==> config.mk <==
export PLATFORM = sky130hd
export DESIGN_NAME = fpa_add_pipe
export DESIGN_NICKNAME = d
export VERILOG_FILES = /design/src/rtl/fpa_pkg.sv /design/src/rtl/fpa_seg_cmp.sv /design/src/rtl/fpa_seg_addsub.sv /design/src/rtl/fpa_lzc.sv /design/src/rtl/fpa_seg_norm.sv /design/src/rtl/fpa_add_pipe.sv
export SDC_FILE = /design/constraint.sdc
export NUM_CORES = 1
export LEC_CHECK = 0
export CAP_MARGIN = 20
export CORE_UTILIZATION = 55
export DETAILED_ROUTE_END_ITERATION = 10
export DONT_BUFFER_PORTS = 1
export PLACE_DENSITY = 0.73
export SYNTH_ARGS = -nofsm -noshare
export SYNTH_HDL_FRONTEND = slang
export SYNTH_SLANG_ARGS = --single-unit
export TNS_END_PERCENT = 30
==> constraint.sdc <==
create_clock -name clk -period 3.6 [get_ports clk]
set_clock_uncertainty 0.15 [all_clocks]
set_input_delay 0.36 -clock clk [delete_from_list [all_inputs] [get_ports clk]]
set_output_delay 0.36 -clock clk [all_outputs]
set_load 0.005 [all_outputs]
==> src/rtl/fpa_pkg.sv <==
package fpa_pkg;
    localparam int FPA_EW = 8;
    localparam int FPA_MW = 16;
    localparam int FPA_GW = FPA_MW + 1;
    localparam int FPA_SW = FPA_EW + 1;

    typedef struct packed {
        logic              vld;
        logic              big_s;
        logic              small_s;
        logic [FPA_EW-1:0] exp;
        logic [FPA_MW-1:0] big_m;
        logic [FPA_MW-1:0] small_m;
        logic [FPA_SW-1:0] shamt;
    } seg1_t;

    typedef struct packed {
        logic              vld;
        logic              big_s;
        logic              small_s;
        logic [FPA_EW-1:0] exp;
        logic [FPA_MW-1:0] big_m;
        logic [FPA_MW-1:0] small_m;
    } seg2_t;

    typedef struct packed {
        logic              vld;
        logic              sign;
        logic [FPA_EW-1:0] exp;
        logic [FPA_GW-1:0] mag;
    } seg3_t;

    typedef struct packed {
        logic              vld;
        logic              sign;
        logic [FPA_EW-1:0] exp;
        logic [FPA_MW-1:0] man;
    } seg4_t;

    typedef struct packed {
        seg1_t s1;
        seg2_t s2;
        seg3_t s3;
        seg4_t s4;
    } pipe_t;
endpackage

==> src/rtl/fpa_seg_cmp.sv <==
module fpa_seg_cmp
    import fpa_pkg::*;
(
    input  logic              vld,
    input  logic              op,
    input  logic              a_s,
    input  logic [FPA_EW-1:0] a_e,
    input  logic [FPA_MW-1:0] a_m,
    input  logic              b_s,
    input  logic [FPA_EW-1:0] b_e,
    input  logic [FPA_MW-1:0] b_m,
    output seg1_t             seg
);
    logic [FPA_SW-1:0] dif;
    logic              a_big;
    logic              b_eff;

    always_comb begin
        dif   = {a_e[FPA_EW-1], a_e} - {b_e[FPA_EW-1], b_e};
        a_big = ~dif[FPA_SW-1];
        b_eff = b_s ^ op;
        seg.vld     = vld;
        seg.big_s   = a_big ? a_s : b_eff;
        seg.small_s = a_big ? b_eff : a_s;
        seg.exp     = a_big ? a_e : b_e;
        seg.big_m   = a_big ? a_m : b_m;
        seg.small_m = a_big ? b_m : a_m;
        seg.shamt   = a_big ? dif : (~dif + 1'b1);
    end
endmodule

==> src/rtl/fpa_seg_addsub.sv <==
module fpa_seg_addsub
    import fpa_pkg::*;
(
    input  seg2_t seg_in,
    output seg3_t seg_out
);
    logic [FPA_GW-1:0] big_x;
    logic [FPA_GW-1:0] small_x;

    always_comb begin
        big_x   = {1'b0, seg_in.big_m};
        small_x = {1'b0, seg_in.small_m};
        seg_out.vld = seg_in.vld;
        seg_out.exp = seg_in.exp;
        if (seg_in.big_s == seg_in.small_s) begin
            seg_out.mag  = big_x + small_x;
            seg_out.sign = seg_in.big_s;
        end else if (big_x >= small_x) begin
            seg_out.mag  = big_x - small_x;
            seg_out.sign = seg_in.big_s;
        end else begin
            seg_out.mag  = small_x - big_x;
            seg_out.sign = ~seg_in.big_s;
        end
    end
endmodule

==> src/rtl/fpa_lzc.sv <==
module fpa_lzc #(
    parameter int W  = 16,
    parameter int CW = $clog2(W + 1)
) (
    input  logic [W-1:0]  vec,
    output logic [CW-1:0] cnt
);
    always_comb begin
        cnt = CW'(W);
        for (int i = 0; i < W; i++) begin
            if (vec[i]) cnt = CW'(W - 1 - i);
        end
    end
endmodule

==> src/rtl/fpa_seg_norm.sv <==
module fpa_seg_norm
    import fpa_pkg::*;
(
    input  seg3_t seg_in,
    output seg4_t seg_out
);
    localparam int CW = $clog2(FPA_MW + 1);

    logic [CW-1:0] lz;

    fpa_lzc #(.W(FPA_MW), .CW(CW)) u_lzc (
        .vec (seg_in.mag[FPA_MW-1:0]),
        .cnt (lz)
    );

    always_comb begin
        seg_out.vld = seg_in.vld;
        if (seg_in.mag[FPA_GW-1]) begin
            seg_out.sign = seg_in.sign;
            seg_out.man  = seg_in.mag[FPA_GW-1:1];
            seg_out.exp  = seg_in.exp + 1'b1;
        end else if (seg_in.mag == '0) begin
            seg_out.sign = 1'b0;
            seg_out.man  = '0;
            seg_out.exp  = '0;
        end else begin
            seg_out.sign = seg_in.sign;
            seg_out.man  = seg_in.mag[FPA_MW-1:0] << lz;
            seg_out.exp  = seg_in.exp - FPA_EW'(lz);
        end
    end
endmodule

==> src/rtl/fpa_add_pipe.sv <==
module fpa_add_pipe
    import fpa_pkg::*;
(
    input  logic              clk,
    input  logic              rst_n,
    input  logic              in_valid,
    input  logic              in_op,
    input  logic              a_sign,
    input  logic [FPA_EW-1:0] a_exp,
    input  logic [FPA_MW-1:0] a_man,
    input  logic              b_sign,
    input  logic [FPA_EW-1:0] b_exp,
    input  logic [FPA_MW-1:0] b_man,
    output logic              out_valid,
    output logic              out_sign,
    output logic [FPA_EW-1:0] out_exp,
    output logic [FPA_MW-1:0] out_man
);
    pipe_t pipe_d, pipe_q;
    seg1_t cmp_seg;
    seg3_t sum_seg;
    seg4_t norm_seg;

    fpa_seg_cmp u_cmp (
        .vld (in_valid),
        .op  (in_op),
        .a_s (a_sign),
        .a_e (a_exp),
        .a_m (a_man),
        .b_s (b_sign),
        .b_e (b_exp),
        .b_m (b_man),
        .seg (cmp_seg)
    );

    fpa_seg_addsub u_addsub (
        .seg_in  (pipe_q.s2),
        .seg_out (sum_seg)
    );

    fpa_seg_norm u_norm (
        .seg_in  (pipe_q.s3),
        .seg_out (norm_seg)
    );

    always_comb begin
        pipe_d            = pipe_q;
        pipe_d.s1         = cmp_seg;
        pipe_d.s2.vld     = pipe_q.s1.vld;
        pipe_d.s2.big_s   = pipe_q.s1.big_s;
        pipe_d.s2.small_s = pipe_q.s1.small_s;
        pipe_d.s2.exp     = pipe_q.s1.exp;
        pipe_d.s2.big_m   = pipe_q.s1.big_m;
        if (pipe_q.s1.shamt >= FPA_SW'(FPA_MW))
            pipe_d.s2.small_m = '0;
        else
            pipe_d.s2.small_m = pipe_q.s1.small_m >> pipe_q.s1.shamt;
        pipe_d.s3         = sum_seg;
        pipe_d.s4         = norm_seg;
    end

    always_ff @(posedge clk or negedge rst_n) begin
        if (!rst_n) pipe_q <= '0;
        else        pipe_q <= pipe_d;
    end

    assign out_valid = pipe_q.s4.vld;
    assign out_sign  = pipe_q.s4.sign;
    assign out_exp   = pipe_q.s4.exp;
    assign out_man   = pipe_q.s4.man;
endmodule

# Word-level counts from Yosys, hierarchy flattened
# Index checks and enable logic that the tools add are counted.
[totals] ram_bits=0 mem_bits_ro=0 wordCells=66 n_memories=0 regBits=148 in_bits=54 out_inout_bits=26 latch_bits=0
[op_classes] n_addsub=7 n_div=0 bitwise_logic=3 eq_ne=1 order_cmp=2 multipliers=0 muxes=29 reduce_logical=1 shift=2
[op_table] operator="5-bit two-way mux" count=16
[op_table] operator="25-bit two-way mux" count=2
[op_table] operator="16-bit two-way mux" count=3
[op_table] operator="17-bit two-way mux" count=2
[op_table] operator="16-bit by 16-bit subtractor with 17-bit output" count=2
[op_table] operator="16-bit by 16-bit adder with 17-bit output" count=1
[op_table] operator="17-bit logical NOT" count=1
[op_table] operator="16-bit greater-or-equal comparator" count=1
[op_table] operator="16-bit by 5-bit left shift with 16-bit output" count=1
[op_table] operator="16-bit by 9-bit >> shifter with 16-bit output" count=1
[op_table] operator="9-bit by 1-bit adder with 9-bit output (second input constant)" count=1
[op_table] operator="9-bit by 5-bit greater-or-equal comparator with 1-bit output (second input constant)" count=1
[op_table] operator="9-bit two-way mux" count=1
[op_table] operator="9-bit inverter" count=1
[op_table] operator="8-bit by 8-bit subtractor with 9-bit output" count=1
[op_table] operator="8-bit by 1-bit adder with 8-bit output (second input constant)" count=1
[op_table] operator="8-bit two-way mux" count=1
[op_table] operator="8-bit by 5-bit subtractor with 8-bit output" count=1
[op_table] operator="1-bit two-way mux" count=4
[op_table] operator="1-bit == test" count=1
[op_table] operator="1-bit inverter" count=1
[op_table] operator="1-bit bitwise XOR" count=1

# Depth between registers and ports, before layout
[depth] ltp_word=19 ltp_mapped=16 depth_no_buf=15

# Cells and area by module
# A second synthesis with hierarchy kept.
[hier_totals] hier_cells=945 hier_area_um2=9745.6
[by_module_without_submodules] mod="fpa_add_pipe" cells_each=273 instances=1 area_per_inst_um2=4643.2 seq_area_each_um2=3703.6
[by_module_without_submodules] mod="fpa_seg_addsub" cells_each=345 instances=1 area_per_inst_um2=2534.9 seq_area_each_um2=0.0
[by_module_without_submodules] mod="fpa_seg_norm" cells_each=175 instances=1 area_per_inst_um2=1345.0 seq_area_each_um2=0.0
[by_module_without_submodules] mod="fpa_seg_cmp" cells_each=120 instances=1 area_per_inst_um2=1033.5 seq_area_each_um2=0.0
[by_module_without_submodules] mod="fpa_lzc" cells_each=32 instances=1 area_per_inst_um2=188.9 seq_area_each_um2=0.0

# Worst setup path after synthesis
# No wires, ideal clock.
[synth_path] path_type="reg-to-reg" startpoint="register pipe_q[30] in the netlist's numbering" endpoint="register pipe_q (netlist bit out_exp[7])" setup_time_ps=133 arrival_ps=2708 path_stages_with_launch=17 synth_period_minus_slack_ps=2991 required_ps=3317 n_path_buf=1 slack_ps=609 path_cell_list="dfrtp_1 -> nor2_1 -> o31ai_1 -> a211oi_1 -> o31ai_1 -> and2_1 -> buf_2 -> inv_2 -> ha_1 -> nor2b_1 -> o21ai_0 -> a21boi_0 -> o21ai_0 -> nand2b_1 -> nor3_1 -> xnor2_1 -> o22ai_1"
[synth_rtl] item="start: declaration" line="fpa_add_pipe.sv:19" source="pipe_t pipe_d, pipe_q;"
[synth_rtl] item="start signal: assignment" line="fpa_add_pipe.sv:64" source="else pipe_q <= pipe_d;"

==> implementation parameters <==
Parameter                              Value

STA
  Number of endpoints failing setup at the final stage ... 0
  Unrepaired setup endpoints after global routing ... no
  Peak clock frequency supported by timing ... 308 MHz
  Period utilization ... 90.1%
  Number of max-slew violations in the final report ... 0
  Sum of negative setup slack ... 0 ns
  Transition time at the pin with the least slew margin ... 0.878 ns
  Worst max-slew margin expressed relative to the limit ... 41.5%
  Minimum hold slack ... -0.520 ns
  Final hold violation count ... 148
  Post-layout min period ... 3.24 ns

Setup path
  Slowest-stage cell, CP ... sky130_fd_sc_hd__dlygate4sd3_1
  Length in cells of the worst reg-to-reg path ... 10
  Worst reg2reg endpoint ... pipe_q[37]$_DFF_PN0_
  Type of the setup path with the least slack ... in -> reg
  Highest net fanout along the worst path ... 32
  Delay contributed by the slowest stage of the critical path ... 0.56 ns
  Startpoint of the most critical register-to-register path ... pipe_q[54]$_DFF_PN0_
  Ordered list of cells on the worst path ... inv_1 -> ha_1 -> inv_1 -> fa_1 -> a21o_1 -> a21oi_1 -> o21bai_1 -> a21oi_1 -> o21bai_1 -> o21a_1 -> buf_4 -> nand2_1 -> nand2_1 -> dlygate4sd3_1
  Count of buffer and inverter cells on the critical path ... 4
  Endpoint type of the worst setup path ... flop
  Data arrival time of the critical path ... 3.40 ns
  Setup slack, reg-to-reg ... 0.49 ns
  Required time at the worst-slack endpoint ... 3.76 ns
  Startpoint types ... primary input
  Cell family with the largest share of critical-path delay ... compound AO/OA/AOI/OAI gates

Logic synthesis
  Register bit count reported by yosys ... 148
  Share of Yosys cell area claimed by the top area cell type ... 40.8%
  Part of the Yosys area used for sequential elements ... 40.8%
  Yosys cell types ... 69
  Proportion of synthesized flip-flops having asynchronous set or reset ... 100%
  Number of enable flip-flop cells after synthesis ... 0
  Top flip-flop cell by instance count after synthesis ... sky130_fd_sc_hd__dfrtp_1
  Number of warning messages in the yosys log ... 0
  Cells taking the most area after synthesis ... sky130_fd_sc_hd__dfrtp_1 (41%), sky130_fd_sc_hd__ha_1 (8.8%), sky130_fd_sc_hd__nand2_1 (6.0%)
  Post-Syn Instances ... 987
  Syn Area/Cell ... 9.20 µm²
  Post-synthesis instance area ... 9080 µm²
  Synthesized netlist net count ... 1110
  Library cell occupying the most area in the post-synthesis netlist ... sky130_fd_sc_hd__dfrtp_1

Drt
  Antenna viol nets, final ... 0
  Total vias in the final route ... 7168
  Detailed-route wire length per cell ... 17.0 µm
  Pre-Repair DR Iteration Count ... 7
  DRC errors left ... 0
  Average via count per standard cell ... 5.73
  Violation count after the first detailed-routing iteration ... 517
  Routed Wire Length ... 21.3 mm

Final layout
  Antenna Cells ... 0
  Ratio of cells with drive above 1 in the final layout ... 7.34%
  Area grow syn2layout ... 14.2%
  Layout Utilization ... 64.8%
  Seq. cell area ... 3700 µm²
  Number of inserted filler cells in the final layout ... 1256
  Number of nets at the end of the flow ... 1146
  Multi-input combinational cell area ... 4720 µm²

Placed design
  Port Buffers ... 0
  RePlAce Congestion ... 0.958
  DP Wirelength ... 14.5 mm

Run
  Max Cap Viol ... 0

Floorplanning
  Core box area ... 16000 µm²
  DIE HEIGHT ... 130 µm
  Initial core utilization ... 56.7%
  Die outline width ... 130 µm
  Placement Rows ... 46
  Top-Level Pins ... 80
  Die Outline Area ... 17000 µm²

Global route
  Overall routing resource usage ... 26.6%
  First-pass GRT wire length ... 34.4 mm
  Total overflow reported by the global router ... 0
  Vias in the first global route ... 6983
  Number of antenna violations at the first check in global routing ... 0
  Largest net degree at the start of global routing ... 149

Outcome
  Violations in the final reports ... hold timing
  Outcome ... finished with violations

Clocking
  Buffers inserted during post-CTS setup optimization ... 0
  Number of instances resized during post-cts repair ... 0
  Clock root buffer master ... sky130_fd_sc_hd__clkbuf_16
  Insertion delay of the later-clocked pin in the worst-skew pair ... 0.42 ns
  Cts bufs inserted ... 17
  Clock tree sinks ... 148
  Clock transition time at the flip-flop clock pins of the worst setup and hold paths ... 0.06 ns
  Maximum level of the CTS H-tree ... 4
  TritonCTS clock tree ... yes
  Clk buf depth ... 2
  Hold Buf Count CTS ... 63

Min path
  Type of the worst min-delay path ... in -> async

Pwr
  Power per cell area ... 650 nW/µm²
  Static power due to leakage ... 4.80 nW
  Highest ir drop seen on vdd ... 0.000387 V
==> power breakdown <==
group	total, mW	switching, mW	internal [mW]
clock network	1.75	0.690	1.06
registers	2.48	0.427	2.06
logic	2.51	1.41	1.10
total	6.74	2.53	4.22
==> sequential cells by signal, summed over array words and instances (netlist names) <==
signal / count
out_exp: 8
out_man: 16
out_sign: 1
out_valid: 1
pipe_d: 27
pipe_q: 95
==> layout make-up <==
type / count / area share (%)
multi-input combinational: 699 / 45.6
sequential: 148 / 35.7
timing repair buffer: 84 / 7.84
clock buffer: 21 / 4.44
inverter: 73 / 2.64
tap: 216 / 2.61
clock inverter: 10 / 1.18
==> routing by layer <==
metal  share of wire [%]  track usage, %  up-vias
li1                    -               -     3452
met1                  41            31.6     3385
met2                  51            46.5      264
met3                 5.1            4.48       67
met4                 3.4            13.3        0
met5                   0               0        -
==> kinds of logic after synthesis <==
| kind of cell | Yosys count | synth area share, % |
|---|---|---|
| compound gates | 233 | 16.9 |
| xor+xnor | 38 | 3.67 |
| fa+ha+maj | 69 | 9.93 |
| buf+inv | 140 | 7.25 |
| flops | 148 | 40.8 |
| mux | 54 | 6.23 |
| simple gates | 305 | 15.3 |
==> synth_stat cells, types with 4 or more instances <==
library cell / n
sky130_fd_sc_hd__a21oi_1: 53
sky130_fd_sc_hd__dfrtp_1: 148
sky130_fd_sc_hd__nor3_1: 17
sky130_fd_sc_hd__nor2b_1: 17
sky130_fd_sc_hd__a21o_1: 18
sky130_fd_sc_hd__and2_1: 4
sky130_fd_sc_hd__o21bai_1: 8
sky130_fd_sc_hd__a211oi_1: 32
sky130_fd_sc_hd__ha_1: 64
sky130_fd_sc_hd__o21ai_0: 47
sky130_fd_sc_hd__a31oi_1: 12
sky130_fd_sc_hd__xnor2_1: 29
sky130_fd_sc_hd__mux2_2: 10
sky130_fd_sc_hd__nor2_1: 72
sky130_fd_sc_hd__o211ai_1: 8
sky130_fd_sc_hd__nand2b_1: 9
sky130_fd_sc_hd__inv_1: 69
sky130_fd_sc_hd__clkbuf_1: 29
sky130_fd_sc_hd__o21a_1: 6
sky130_fd_sc_hd__nor4_1: 7
sky130_fd_sc_hd__fa_1: 5
sky130_fd_sc_hd__buf_4: 27
sky130_fd_sc_hd__buf_2: 5
sky130_fd_sc_hd__nand2_1: 144
sky130_fd_sc_hd__or3_1: 5
sky130_fd_sc_hd__a22oi_1: 7
sky130_fd_sc_hd__nand3_1: 7
sky130_fd_sc_hd__mux2i_1: 43
sky130_fd_sc_hd__o22ai_1: 5
sky130_fd_sc_hd__o31ai_1: 7
sky130_fd_sc_hd__xor2_1: 9
==> cells in the final DEF (no fill, tap or decap), types with 8 or more instances in the layout <==
cell                              n
sky130_fd_sc_hd__a21o_1          18
sky130_fd_sc_hd__xor2_1           9
sky130_fd_sc_hd__nor2_1          72
sky130_fd_sc_hd__mux2i_1         43
sky130_fd_sc_hd__dfrtp_1        148
sky130_fd_sc_hd__o211ai_1         8
sky130_fd_sc_hd__a211oi_1        32
sky130_fd_sc_hd__nand2b_1         9
sky130_fd_sc_hd__a31oi_1         11
sky130_fd_sc_hd__mux2_2          10
sky130_fd_sc_hd__a21oi_1         53
sky130_fd_sc_hd__buf_4           19
sky130_fd_sc_hd__clkbuf_16       17
sky130_fd_sc_hd__nor3_1          17
sky130_fd_sc_hd__nand2_1        144
sky130_fd_sc_hd__dlygate4sd3_1   63
sky130_fd_sc_hd__inv_1           69
sky130_fd_sc_hd__o21ai_0         47
sky130_fd_sc_hd__o21bai_1         8
sky130_fd_sc_hd__ha_1            64
sky130_fd_sc_hd__xnor2_1         29
sky130_fd_sc_hd__nor2b_1         17
==> worst max-delay path by stage <==
stage                                    start              endpoint  slack, ns  cells after the start
after global placement    pipe_q[28]$_DFF_PN0_  out_exp[7]$_DFF_PN0_       0.58                     14
after floorplan           pipe_q[30]$_DFF_PN0_  out_exp[7]$_DFF_PN0_       0.61                     16
after CTS                 pipe_q[54]$_DFF_PN0_  pipe_q[37]$_DFF_PN0_       0.49                     10
final                                 a_exp[0]  pipe_d[77]$_DFF_PN0_       0.36                     14
after detailed placement  pipe_q[54]$_DFF_PN0_  pipe_q[37]$_DFF_PN0_       0.51                     10
after global routing      pipe_q[27]$_DFF_PN0_  out_exp[7]$_DFF_PN0_       0.19                     15
==> metrics by stage <==
stage | instances | area [µm²] | hold WS, ns | total power [mW] | worst slack (ns)
after floorplan | 987 | 9080 | -0.0856 | 4.41 | 0.609
after global placement | 1157 | 9160 | -0.0825 | 4.88 | 0.584
after detailed placement | 1157 | 9160 | -0.0828 | 4.88 | 0.512
after CTS | 1251 | 10400 | -0.542 | 6.74 | 0.487
after global routing | 1251 | 10400 | -0.547 | 7.16 | 0.194
final | 1251 | 10400 | -0.520 | 6.74 | 0.358
No activity file was read; power rests on OpenSTA's default activity.
